File: src/rtl/muldiv_pkg.sv
package muldiv_pkg;

    typedef enum logic [1:0] {
        ST_IDLE   = 2'd0,
        ST_RUN    = 2'd1,
        ST_FINISH = 2'd2
    } md_state_t;

    typedef enum logic {
        OP_MUL = 1'b0,
        OP_DIV = 1'b1
    } md_op_t;

endpackage

File: src/rtl/muldiv_addsub.sv
module muldiv_addsub #(
    parameter int W = 32
) (
    input  logic [W:0] lhs,
    input  logic [W:0] rhs,
    input  logic       subtract,
    output logic [W:0] sum,
    output logic       carry
);
    localparam int AW = W + 2;

    logic [AW-1:0] full;
    logic [W:0]    rhs_eff;

    always_comb begin
        rhs_eff = subtract ? ~rhs : rhs;
        full    = {1'b0, lhs} + {1'b0, rhs_eff} + AW'(subtract);
        sum     = full[W:0];
        carry   = full[W+1];
    end
endmodule

File: src/rtl/muldiv_ctrl.sv
module muldiv_ctrl
    import muldiv_pkg::*;
#(
    parameter int W = 32
) (
    input  logic clk,
    input  logic rst_n,
    input  logic start,
    output logic load,
    output logic step,
    output logic busy,
    output logic done
);
    localparam int CW = $clog2(W + 1);
    localparam logic [CW-1:0] LAST = CW'(W - 1);

    md_state_t     state_q, state_d;
    logic [CW-1:0] cnt_q, cnt_d;

    // State register
    always_ff @(posedge clk or negedge rst_n) begin
        if (!rst_n) begin
            state_q <= ST_IDLE;
            cnt_q   <= '0;
        end else begin
            state_q <= state_d;
            cnt_q   <= cnt_d;
        end
    end

    // Next state and iteration count
    always_comb begin
        state_d = state_q;
        cnt_d   = cnt_q;
        unique case (state_q)
            ST_IDLE: begin
                if (start) begin
                    state_d = ST_RUN;
                    cnt_d   = '0;
                end
            end
            ST_RUN: begin
                if (cnt_q == LAST) begin
                    state_d = ST_FINISH;
                    cnt_d   = '0;
                end else begin
                    cnt_d = cnt_q + 1'b1;
                end
            end
            ST_FINISH: begin
                cnt_d   = '0;
                state_d = start ? ST_RUN : ST_IDLE;
            end
            default: state_d = ST_IDLE;
        endcase
    end

    // Outputs
    always_comb begin
        load = 1'b0;
        step = 1'b0;
        busy = 1'b0;
        done = 1'b0;
        unique case (state_q)
            ST_IDLE:   load = start;
            ST_RUN: begin
                step = 1'b1;
                busy = 1'b1;
            end
            ST_FINISH: begin
                done = 1'b1;
                load = start;
            end
            default: ;
        endcase
    end

    AST_COUNT_IN_RANGE: assert property (@(posedge clk) disable iff (!rst_n)
        (state_q == ST_RUN) |-> (cnt_q <= LAST));

    AST_FINISH_LEAVES: assert property (@(posedge clk) disable iff (!rst_n)
        (state_q == ST_FINISH) |=> (state_q != ST_FINISH));
endmodule

File: src/rtl/muldiv_datapath.sv
module muldiv_datapath
    import muldiv_pkg::*;
#(
    parameter int W = 32
) (
    input  logic           clk,
    input  logic           rst_n,
    input  logic           load,
    input  logic           step,
    input  logic           busy,
    input  logic           start,
    input  logic           op_div,
    input  logic [W-1:0]   opnd_a,
    input  logic [W-1:0]   opnd_b,
    output logic [2*W-1:0] result
);
    logic [W-1:0] hi_q, lo_q, b_q;
    md_op_t       op_q;

    logic [W:0]   add_l, add_r, add_s;
    logic         add_c, add_sub;
    logic [W-1:0] hi_d, lo_d;

    // Operand routing into the shared adder
    always_comb begin
        if (op_q == OP_DIV) begin
            add_l   = {hi_q, lo_q[W-1]};
            add_r   = {1'b0, b_q};
            add_sub = 1'b1;
        end else begin
            add_l   = {1'b0, hi_q};
            add_r   = lo_q[0] ? {1'b0, b_q} : '0;
            add_sub = 1'b0;
        end
    end

    muldiv_addsub #(.W(W)) u_addsub (
        .lhs      (add_l),
        .rhs      (add_r),
        .subtract (add_sub),
        .sum      (add_s),
        .carry    (add_c)
    );

    // One iteration: right shift for multiply, left shift for divide
    always_comb begin
        if (op_q == OP_DIV) begin
            hi_d = add_c ? add_s[W-1:0] : add_l[W-1:0];
            lo_d = {lo_q[W-2:0], add_c};
        end else begin
            hi_d = add_s[W:1];
            lo_d = {add_s[0], lo_q[W-1:1]};
        end
    end

    always_ff @(posedge clk or negedge rst_n) begin
        if (!rst_n) begin
            hi_q <= '0;
            lo_q <= '0;
            b_q  <= '0;
            op_q <= OP_MUL;
        end else if (load) begin
            hi_q <= '0;
            lo_q <= opnd_a;
            b_q  <= opnd_b;
            op_q <= md_op_t'(op_div);
        end else if (step) begin
            hi_q <= hi_d;
            lo_q <= lo_d;
        end
    end

    assign result = {hi_q, lo_q};

    AST_REM_BELOW_DIVISOR: assert property (@(posedge clk) disable iff (!rst_n)
        (op_q == OP_DIV && b_q != '0) |-> (hi_q < b_q));

    AST_BUSY_START_HOLDS: assert property (@(posedge clk) disable iff (!rst_n)
        (busy && start) |=> ($stable(b_q) && $stable(op_q)));
endmodule

File: src/rtl/muldiv_seq.sv
module muldiv_seq #(
    parameter int W = 32
) (
    input  logic           clk,
    input  logic           rst_n,
    input  logic           start,
    input  logic           op_div,
    input  logic [W-1:0]   opnd_a,
    input  logic [W-1:0]   opnd_b,
    output logic [2*W-1:0] result,
    output logic           busy,
    output logic           done
);
    localparam int CW = $clog2(W + 2);

    logic load, step;

    muldiv_ctrl #(.W(W)) u_ctrl (
        .clk   (clk),
        .rst_n (rst_n),
        .start (start),
        .load  (load),
        .step  (step),
        .busy  (busy),
        .done  (done)
    );

    muldiv_datapath #(.W(W)) u_dp (
        .clk    (clk),
        .rst_n  (rst_n),
        .load   (load),
        .step   (step),
        .busy   (busy),
        .start  (start),
        .op_div (op_div),
        .opnd_a (opnd_a),
        .opnd_b (opnd_b),
        .result (result)
    );

    // Cycles since acceptance, kept for the latency check
    logic [CW-1:0] lat_q;
    always_ff @(posedge clk or negedge rst_n) begin
        if (!rst_n)        lat_q <= '0;
        else if (load)     lat_q <= '0;
        else if (busy)     lat_q <= lat_q + 1'b1;
    end

    AST_DONE_LATENCY: assert property (@(posedge clk) disable iff (!rst_n)
        done |-> (lat_q == CW'(W)));

    AST_BUSY_DONE_EXCL: assert property (@(posedge clk) disable iff (!rst_n)
        !(busy && done));

    AST_DONE_ONE_CYCLE: assert property (@(posedge clk) disable iff (!rst_n)
        done |=> !done);

    AST_RESULT_HELD: assert property (@(posedge clk) disable iff (!rst_n)
        (!busy && !load) |=> $stable(result));
endmodule

File: config.mk
export PLATFORM = sky130hd
export DESIGN_NAME = muldiv_seq
export DESIGN_NICKNAME = d
export VERILOG_FILES = /design/src/rtl/muldiv_pkg.sv /design/src/rtl/muldiv_addsub.sv /design/src/rtl/muldiv_ctrl.sv /design/src/rtl/muldiv_datapath.sv /design/src/rtl/muldiv_seq.sv
export SDC_FILE = /design/constraint.sdc
export NUM_CORES = 1
export LEC_CHECK = 0
export CAP_MARGIN = 20
export CORE_MARGIN = 4
export CORE_UTILIZATION = 58
export DETAILED_ROUTE_END_ITERATION = 6
export GPL_TIMING_DRIVEN = 0
export PLACE_DENSITY = 0.87
export SYNTH_ARGS = -nofsm -noshare
export SYNTH_HDL_FRONTEND = slang
export SYNTH_SLANG_ARGS = --single-unit
File: constraint.sdc
create_clock -name clk -period 10.6 [get_ports clk]
set_input_delay 2.12 -clock clk [delete_from_list [all_inputs] [get_ports clk]]
set_output_delay 2.12 -clock clk [all_outputs]
set_load 0.05 [all_outputs]
---- Word level (Yosys, flattened, before mapping) ----
Cells that the tools add are included.
Widths: inputs -> output; s select.
storage, ports and cells
  bits in registers ....................... 105
  word-level logic and storage cells ...... 43
  bits of input ports ..................... 68
  output and inout bits ................... 66
operators by class
  reduce and logical (&&, ||, !) cells .... 6
  bitwise gates (word level) .............. 1
  eq/ne operators ......................... 5
  $add $sub $neg .......................... 3
  mux-type cells .......................... 22
operator list
  cell                 count
  $mux 32              8
  $mux 33              3
  $add 33x33->34       1
  $add 34x1->34        1
  $not 33->33          1
  $pmux 6 s3           1
  $mux 6               2
  $add 6x1->6 const B  1
  $eq 6x5->1 const B   1
  $pmux 2 s3           1
  $mux 1               5
  $mux 2               2
  $reduce_and 2->1     2
  $reduce_bool 3->1    1
  $eq 2x1->1 const B   1
  $eq 2x2->1 const B   1
  $logic_not 2->1      1
  $ne 2x1->1 const B   1
  $ne 2x2->1 const B   1
  $reduce_bool 2->1    1
  $reduce_or 2->1      1

---- Depth between registers and ports, before layout ----
Gate-level depths: netlist of run 1.
  word-level depth ........................ 10
  depth in mapped cells ................... 19
  gate-level depth less buffers ........... 14

---- Cells and area by module ----
From an unflattened synthesis of run 1, not the netlist that was laid out.
unflattened totals
  cells, all modules ...................... 836
  area total of the unflattened synthesis .. 8518.2 µm²
by module, submodules not included
  module           sequential area each (µm²)  cells an instance  instances  area each (µm²)
  muldiv_datapath  2427.3                      508                1          5999.5
  muldiv_addsub    0.0                         278                1          2042.0
  muldiv_ctrl      200.2                       50                 1          476.7

---- Least setup slack after synthesis of run 1 ----
Ideal clock, no wire load.
  kind .................................... register to register
  start point ............................. reg u_dp.op_q
  end point ............................... reg u_dp.hi_q[20]
  arrival time ............................ 3.607 ns
  library setup time ...................... 0.122 ns
  buffers on the path ..................... 4
  required time ........................... 10.478 ns
  cell stages (with the launch flop) ...... 16
  period minus slack after synthesis ...... 3.729 ns
  path slack .............................. 6.871 ns
  cell sequence ........................... dfrtp_1 -> buf_2 -> clkbuf_1 -> buf_1 -> mux2_2 -> ha_1 -> a21oi_2 -> o21ai_1 -> a311o_1 -> o2111a_1 -> nor3_2 -> o21ai_4 -> nand2_4 -> buf_8 -> o211ai_2 -> a32o_1
on the way
  longest elaborated chain between the ends .. 9
  elaborated cells between the ends (all ways) .. 11
  classes of those cells .................. add/sub: 2; mux: 8; bitwise: 1
ends and longest elaborated chain
  element                 RTL line               RTL
  start, declared         muldiv_datapath.sv:18  md_op_t op_q;
  start signal, assigned  muldiv_datapath.sv:66  op_q <= md_op_t'(op_div);
  $mux 33                 muldiv_datapath.sv:26  if (op_q == OP_DIV) begin
  $not 33->33             muldiv_addsub.sv:16    rhs_eff = subtract ? ~rhs : rhs;
  $mux 33                 muldiv_addsub.sv:16
  $add 33x33->34          muldiv_addsub.sv:17    full = {1'b0, lhs} + {1'b0, rhs_eff} + AW'(subtract);
  $add 34x1->34           muldiv_addsub.sv:17
  $mux 32                 muldiv_datapath.sv:48  hi_d = add_c ? add_s[W-1:0] : add_l[W-1:0];
  $mux 32 (*)             muldiv_datapath.sv:47  if (op_q == OP_DIV) begin
  $mux 32 (*)             muldiv_datapath.sv:67  end else if (step) begin
  $mux 32 (*)             muldiv_datapath.sv:62  end else if (load) begin
  end signal, assigned    muldiv_datapath.sv:68  hi_q <= hi_d;
  end, declared           muldiv_datapath.sv:17  logic [W-1:0] hi_q, lo_q, b_q;
Mark *: on every way between the ends. The rest lies on a longest branch, timed or not. The select of a mux whose other input is x is not followed.
A chain may end at the register's enable or synchronous reset.

---- Final worst setup path of run 1 ----
Same ends and word-level chain as after synthesis.

==> results of run 1 <==
-- state kept, by name, summed over array words and instances (netlist names) --
signal / count
u_ctrl.cnt_q: 6
u_dp.op_q: 1
u_dp.hi_q: 32
u_dp.b_q: 32
u_dp.lo_q: 32
u_ctrl.state_q: 2
-- area by class of cell --
| type | count | share of cell area (%) |
|---|---|---|
| plain buffers | 68 | 3.21 |
| multi-input cells | 787 | 49.4 |
| flip-flops and latches | 105 | 27.5 |
| repair buffers | 134 | 14.2 |
| well taps | 172 | 2.25 |
| clock buffers | 12 | 2.68 |
| clock inverters | 4 | 0.275 |
| inverters | 12 | 0.471 |
-- critical path, delay by kind of cell (launching register included) --
| kind | cells | cell delay, ps |
|---|---|---|
| AO/OA/AOI/OAI | 5 | 1180 |
| adder cells (fa/ha/maj) | 1 | 300 |
| buffers and inverters | 6 | 1980 |
| flip-flops | 1 | 340 |
| AND/OR/NAND/NOR | 6 | 1100 |
-- kinds of logic after synthesis --
| group | count (synthesis) |
|---|---|
| AOI/OAI and AO/OA | 298 |
| xor gates and xnor gates | 31 |
| adders and majority gates | 33 |
| buffers and inverters | 80 |
| DFF | 105 |
| muxes | 47 |
| and+or+nand+nor | 378 |
-- stage by stage --
step,worst slack (ps),cells,hold WS [ps]
global route,5340,1294,513
finish,5590,1294,494
floorplan,6870,972,462
CTS,5730,1294,496
global placement,3410,1277,476
detailed placement,5830,1278,480
-- layer usage --
metal / routed length [µm] / part of all wire (%) / vias to the layer above / track usage, %
met3: 2040 / 8.8 / 63 / 6.59
met2: 10800 / 46 / 369 / 48.5
li1: - / - / 3736 / -
met1: 9740 / 42 / 3726 / 42.2
met4: 747 / 3.2 / 0 / 11.3
met5: 0 / 0 / - / 0
-- layout by cell type (no fill, tap or decap), drive strengths merged, types with 6 or more instances in the layout --
master / instances
a211oi: 32
a21o: 25
a21oi: 63
a31oi: 37
and3: 6
buf: 27
clkbuf: 55
clkdlybuf4s50: 132
dfrtp: 105
ha: 32
inv: 12
mux2: 28
mux2i: 19
nand2: 255
nand3: 19
nor2: 37
nor2b: 36
nor3: 6
o21ai: 96
xnor2: 20
xor2: 11
-- final timing paths --
path	startpoint	to	slack (ps)	cells past startpoint
max	u_dp.op_q	u_dp.hi_q[20]	5590	18
min	u_dp.b_q[29]	u_dp.b_q[29]	490	2
max reg2reg	u_dp.op_q	u_dp.hi_q[20]	5590	18
min reg2reg	u_dp.b_q[29]	u_dp.b_q[29]	490	2
max in group asynchronous	rst_n	u_dp.b_q[4]	8120	2
min in group asynchronous	rst_n	u_dp.b_q[25]	1760	1
==> out/results.ini, run 1 <==
[status]
status = finished clean

[yosys]
synth_xor_area_share_pct = 3.52
synth_top_area_share_pct = 34.1
synth_top_area_cell = dfrtp_1
synth_nets = 1073
ys_seq_area_share_pct = 34.1
synth_area_um2 = 7710
synth_area_leaders = dfrtp_1 (34%), nand2_1 (12%), o21ai_0 (5.8%)
synth_simple_gate_area_share_pct = 21.2
async_flop_share_pct = 100
syn_avg_cell_area_um2 = 7.93
synthTopCellsByCount = nand2_1 (254), dfrtp_1 (105), o21ai_0 (89)
synth_top_family_by_area = compound AO/OA/AOI/OAI gates
yosysWarnings = 0
synthCells = 972
synth.distinct_cells = 71
yosys-mux-area-fraction_pct = 6.56
ys_ff_latch = 105
ys.flop_type = dfrtp_1
synth-edff-count = 0
synthAdderAreaFrac_pct = 5.46
synth-compound-area-share_pct = 24.6
yosysMostFrequentCell = nand2_1

[clock_tree]
cts_tree = built
cts_sinks = 105
clockBufferDepth = 2
insertion_delay_ps = 360
cts_resized = 0
ctsHtreeMaxLevel = 3
ctsHoldBuffers = 0
cts_made_buffers = 9
clk_pin_slew_ps = 70
cts_setup_buffers = 0
cts-root-buf = clkbuf_16

[die]
start_util_pct = 60.1
dieArea_um2 = 15200
io_pins = 134
chipWidth_um = 123
core_area_um2 = 12800
fp-row-count = 41
die_h_um = 123

[place]
dp_hpwl_um = 17100
gp_congestion = 1.01
port_buffers = 133
placement.cell_area_um2 = 9280

[critical_path]
critical_path.max_fanout = 10
required_ps = 10850
crit_arrival_ps = 5260
crit_chain = buf_2 -> clkbuf_1 -> clkbuf_1 -> buf_2 -> o21ai_0 -> ha_1 -> clkbuf_1 -> nand2_1 -> nor2_1 -> nand4_1 -> a21oi_1 -> nor3_2 -> o21ai_4 -> nand2_4 -> buf_8 -> nand2_1 -> o211ai_2 -> a32o_1
slowest_stage = clkbuf_1
critPathMaxStageDelay_ps = 520
crit_type = reg -> reg
cp-end-kind = register
cp-start-kind = register
crit_path_frequent_cell = clkbuf_1

[timing]
period_share_pct = 47.3
rsz0062_at_grt = false
finClkSkew_ps = 14.1
fin_tns_setup_ps = 0
hold_violations = 0
fin_crit_ps = 5010
fmax_mhz = 200
max-slew-margin-rel_pct = 47.5
maxSlewViolCount = 0
setup_viol = 0
tightestPinTransition_ps = 787

[cells_and_area]
fin_util_pct = 74.5
nets = 1218
fillCellCount = 1002
antenna_cells = 0
area.growth.synth_to_final_pct = 24.1
multi_input_area_um2 = 4730
final_area_um2 = 9560
regArea_um2 = 2630
drive_above_1_share_pct = 6.95

[grt]
antenna_found_initial = 0
grt_pass1_wl_um = 36800
grt_pass1_vias = 7338
grt_usage_pct = 30.9
grt_max_degree = 62
overflow = 0

[drt]
first_pass_iters = 6
drcViolationCount = 0
vias = 7894
via_per_inst = 6.10
drt_first_iter_violations = 869
wirelength_um = 23300
wl_per_cell_um = 18.0
antenna_left = 0

[run]
cap_violations = 0

[hold_path]
min_path_type = reg -> reg

Power of run 1 is left out: the tool's default activity adds up to more than one toggle a clock period on the data nets, which glitch-free logic cannot reach.
==> run 2: changes to the inputs <==
Settings changed: CORE_UTILIZATION 58 to 54, PLACE_DENSITY 0.87 to 0.81.
Clock period 10.6 ns to 4.78 ns, I/O delays scaled along.
==> run 2 against run 1 <==
  * Count of clock-buffer cells in the layout is 2 lower
  * Critical path depth stayed put
  * Via count is 0.47% lower
  * Die area is 6.9% higher
  * Core utilization is 5.9 points lower
  * Worst setup slack worse by 5200 ps
  * Critical path type unchanged
  * Final cell count is 0.62% higher
  * Non-clock buffer count stayed put
  * Worst hold slack better by 3.0 ps
  * Highest routed layer unchanged
==> out/results.ini, run 2 (same netlist as run 1, synthesis figures left out) <==
[clock_tree]
insertion_delay_ps = 360
cts_made_buffers = 9
cts_setup_buffers = 0
cts_tree = built
clk_pin_slew_ps = 80
clockBufferDepth = 2
ctsHtreeMaxLevel = 3
cts_sinks = 105
cts_resized = 0
ctsHoldBuffers = 0
cts-root-buf = clkbuf_16

[die]
io_pins = 134
dieArea_um2 = 16200
fp-row-count = 43
chipWidth_um = 127
start_util_pct = 55.3
core_area_um2 = 13900
die_h_um = 127

[timing]
setup_viol = 0
maxSlewViolCount = 0
rsz0062_at_grt = false
max-slew-margin-rel_pct = 43.7
setup_ws_ps = 358
finClkSkew_ps = 7.34
period_share_pct = 92.5
hold_violations = 0
tightestPinTransition_ps = 824
fin_crit_ps = 4420
fin_tns_setup_ps = 0
fmax_mhz = 226

[place]
dp_hpwl_um = 17800
placement.cell_area_um2 = 9290
gp_congestion = 0.937
port_buffers = 133
place_ws_ps = 141

[critical_path]
crit_arrival_ps = 4670
r2r_slack_ps = 360
rr_endpoint = u_dp.hi_q[20]
critical_path.max_fanout = 10
crit_type = reg -> reg
r2r-start = u_dp.op_q
reg2reg_depth = 18
cp-start-kind = register
required_ps = 5030
cp-end-kind = register

[cells_and_area]
largestRegisters = u_dp.b_q (32), u_dp.hi_q (32), u_dp.lo_q (32)
layout_commonest_cell = nand2_1
drive_above_1_share_pct = 7.58
final_area_um2 = 9570
nets = 1218
final_cell_mix = nand2_1 (254), clkdlybuf4s50_1 (132), dfrtp_1 (105), o21ai_0 (89), a21oi_1 (59)
area.growth.synth_to_final_pct = 24.2
fillCellCount = 1155
fin_util_pct = 68.7

[grt]
antenna_found_initial = 0
grt_pass1_wl_um = 38200
grt_pass1_vias = 7412
grt_usage_pct = 29.2
overflow = 0
grt_max_degree = 58

[drt]
vias = 7857
via_per_inst = 6.03
first_pass_iters = 5
wl_per_cell_um = 18.3
antenna_left = 0
drt_first_iter_violations = 723
drcViolationCount = 0
wirelength_um = 23800

[hold_path]
min_to = u_dp.b_q[8]
hold_depth = 2
min_path_type = reg -> reg
holdCritStartpoint = u_dp.b_q[8]

[status]
status = finished clean

[run]
cap_violations = 0

-- run 2: area by class of cell --
type | instances | area (µm²) | share of cell area [%]
Sequential cell | 105 | 2630 | 27.5
Antenna cell | 1 | 2.50 | 0.0261
Timing Repair Buffer | 134 | 1360 | 14.2
Clock buffer | 10 | 229 | 2.39
Buffer | 68 | 315 | 3.29
Clock inverter | 5 | 41.3 | 0.431
Inverter | 12 | 45.0 | 0.471
Multi-Input combinational cell | 787 | 4730 | 49.4
Tap cell | 180 | 225 | 2.35
-- run 2: how the worst max path moves through the flow --
stage	start	end	slack [ps]
6_report	u_dp.op_q	u_dp.hi_q[20]	360
5_1_grt	u_dp.op_q	u_dp.hi_q[6]	110
4_1_cts	u_dp.op_q	u_dp.lo_q[0]	110
3_5_place_dp	u_dp.op_q	u_dp.lo_q[0]	140
3_3_place_gp	rst_n	u_dp.lo_q[7]	-1380
2_1_floorplan	u_dp.op_q	u_dp.hi_q[20]	1050
-- run 2: per-stage QoR --
| stage | hold slack, ps | instances |
|---|---|---|
| 2_1_floorplan | 462 | 972 |
| 3_3_place_gp | 475 | 1285 |
| 3_5_place_dp | 480 | 1286 |
| 4_1_cts | 498 | 1301 |
| 5_1_grt | 516 | 1301 |
| 6_report | 497 | 1302 |
-- run 2: critical path, stage by stage (launching register included) --
cell and delay, ps:
dfrtp_1 360, buf_2 160, clkbuf_2 230, nor2b_2 370, clkbuf_2 300, nand2_1 80, o21ai_0 130, ha_1 300
nand3_1 130, a311oi_1 390, o211ai_1 240, a21oi_1 250, nor3_2 120, o21ai_4 450, nand2_4 190, buf_8 190
nand2_1 80, o211ai_2 90, a32o_1 250
-- run 2: routing by layer --
| metal | up-vias | routed length, µm | GRT usage, % |
|---|---|---|---|
| li1 | 3734 | - | - |
| met1 | 3757 | 10100 | 41.0 |
| met2 | 317 | 11100 | 45.6 |
| met3 | 49 | 2060 | 6.19 |
| met4 | 0 | 601 | 8.64 |
| met5 | - | 0 | 0 |
Power of run 2 is left out for the same reason.
==> run 3: changes to the inputs <==
Settings changed: CORE_UTILIZATION 54 to 50, PLACE_DENSITY 0.81 to 0.76.
==> run 3 against run 2 <==
  * Maximum frequency increased by 0.16%
  * Register-to-register slack about the same
  * Clock skew increased by 4.3 ps
  * Critical endpoint unchanged
==> out/results.ini, run 3 (same netlist as run 1, synthesis figures left out) <==
[status]
status = finished clean

[cells_and_area]
fillCellCount = 1347
largestRegisters = u_dp.b_q (32), u_dp.hi_q (32), u_dp.lo_q (32)
fin_util_pct = 63.7
layout_commonest_cell = nand2_1
drive_above_1_share_pct = 7.66
instances_no_fill = 1310
nets = 1218
antenna_cells = 0
area.growth.synth_to_final_pct = 25.2
final_cell_mix = nand2_1 (254), clkdlybuf4s50_1 (132), dfrtp_1 (105), o21ai_0 (89), a21oi_1 (59)

[grt]
grt_max_degree = 63
grt_pass1_vias = 7367
grt_usage_pct = 26.9
overflow = 0
grt_pass1_wl_um = 38400
antenna_found_initial = 0

[place]
dp_hpwl_um = 17500
gp_congestion = 0.946
port_buffers = 133
dp_cells = 1294

[clock_tree]
cts_tree = built
ctsHtreeMaxLevel = 3
cts_made_buffers = 9
cts-root-buf = clkbuf_16
insertion_delay_ps = 360
cts_setup_buffers = 0
clockBufferDepth = 2
clk_pin_slew_ps = 80
ctsHoldBuffers = 0
cts_sinks = 105

[timing]
fin_crit_ps = 4410
whs_ps = 494
setup_viol = 0
finClkSkew_ps = 11.6
rsz0062_at_grt = false
fmax_mhz = 227
maxSlewViolCount = 0
tightestPinTransition_ps = 821
hold_violations = 0
max-slew-margin-rel_pct = 45.3
period_share_pct = 92.4
fin_tns_setup_ps = 0

[drt]
wl_per_cell_um = 18.3
drt_first_iter_violations = 739
drcViolationCount = 0
antenna_left = 0
via_per_inst = 5.92
vias = 7754
first_pass_iters = 5
wirelength_um = 24000

[hold_path]
min_path_type = reg -> reg

[run]
cap_violations = 0

[die]
io_pins = 134
core_area_um2 = 15100
chipWidth_um = 132
fp-row-count = 45
start_util_pct = 50.9
die_h_um = 132
dieArea_um2 = 17500

[critical_path]
crit_arrival_ps = 4660
required_ps = 5030
cp-start-kind = register
cp-end-kind = register
critical_path.max_fanout = 10
crit_type = reg -> reg

run 3: cell count changes in the layout (fill, tap and decap cells not counted), sizes merged:
| cell | change |
|---|---|
| clkinv | -1 |
| bufinv | +2 |
| clkbuf | +1 |
| clkinvlp | -1 |
| diode | -1 |
run 3: layout make-up:
class                           count  area [µm²]  share of cell area, %
Timing Repair Buffer              134        1360                   14.1
Tap cell                          188         235                   2.44
Clock buffer                       11         253                   2.62
Sequential cell                   105        2630                   27.2
Buffer                             68         314                   3.26
Multi-Input combinational cell    787        4730                   49.0
Inverter                           12        45.0                  0.467
Clock inverter                      5        85.1                  0.882
run 3: what timing repair did:
item | 4_1_cts | 5_1_grt
endpoints found under the setup margin | 0 | 30
gates resized for setup | 0 | 11
hold endpoints to repair | 0 | 0
run 3: worst paths after layout:
| check | from | end | slack [ps] | cells past startpoint |
|---|---|---|---|---|
| worst max-delay path | u_dp.op_q | u_dp.hi_q[20] | 370 | 18 |
| worst min-delay path | u_dp.b_q[7] | u_dp.b_q[7] | 490 | 2 |
| max in group asynchronous | rst_n | u_dp.hi_q[12] | 3460 | 2 |
| min in group asynchronous | rst_n | u_dp.lo_q[26] | 600 | 1 |
| worst min register to register | u_dp.b_q[7] | u_dp.b_q[7] | 490 | 2 |
| worst max register to register | u_dp.op_q | u_dp.hi_q[20] | 370 | 18 |
run 3: routing by layer:
metal	track usage (%)	routed length, µm	vias to the layer above
met5	0	0	-
met4	8.23	574	0
met3	4.43	1570	41
met2	43.6	11000	315
met1	37.2	10800	3671
li1	-	-	3727
run 3: stage by stage:
step	setup WS (ps)	instance area, µm²
3_3_place_gp	-1420	9270
6_report	365	9650
3_5_place_dp	81.2	9300
2_1_floorplan	1050	7710
4_1_cts	46.3	9640
5_1_grt	128	9650
run 3: critical path, cell delays in order, from the launching register on:
cell      delay [ps]
dfrtp_1          330
buf_2            180
clkbuf_2         270
clkbuf_2         300
buf_2            290
o21ai_0          140
ha_1             280
clkbuf_1         300
nand2_1          140
nor2_1           340
nand4_1          140
a21oi_1          200
nor3_2           110
o21ai_4          430
nand2_4          200
buf_8            200
nand2_1           90
o211ai_2          90
a32o_1           250
Power of run 3 is left out for the same reason.
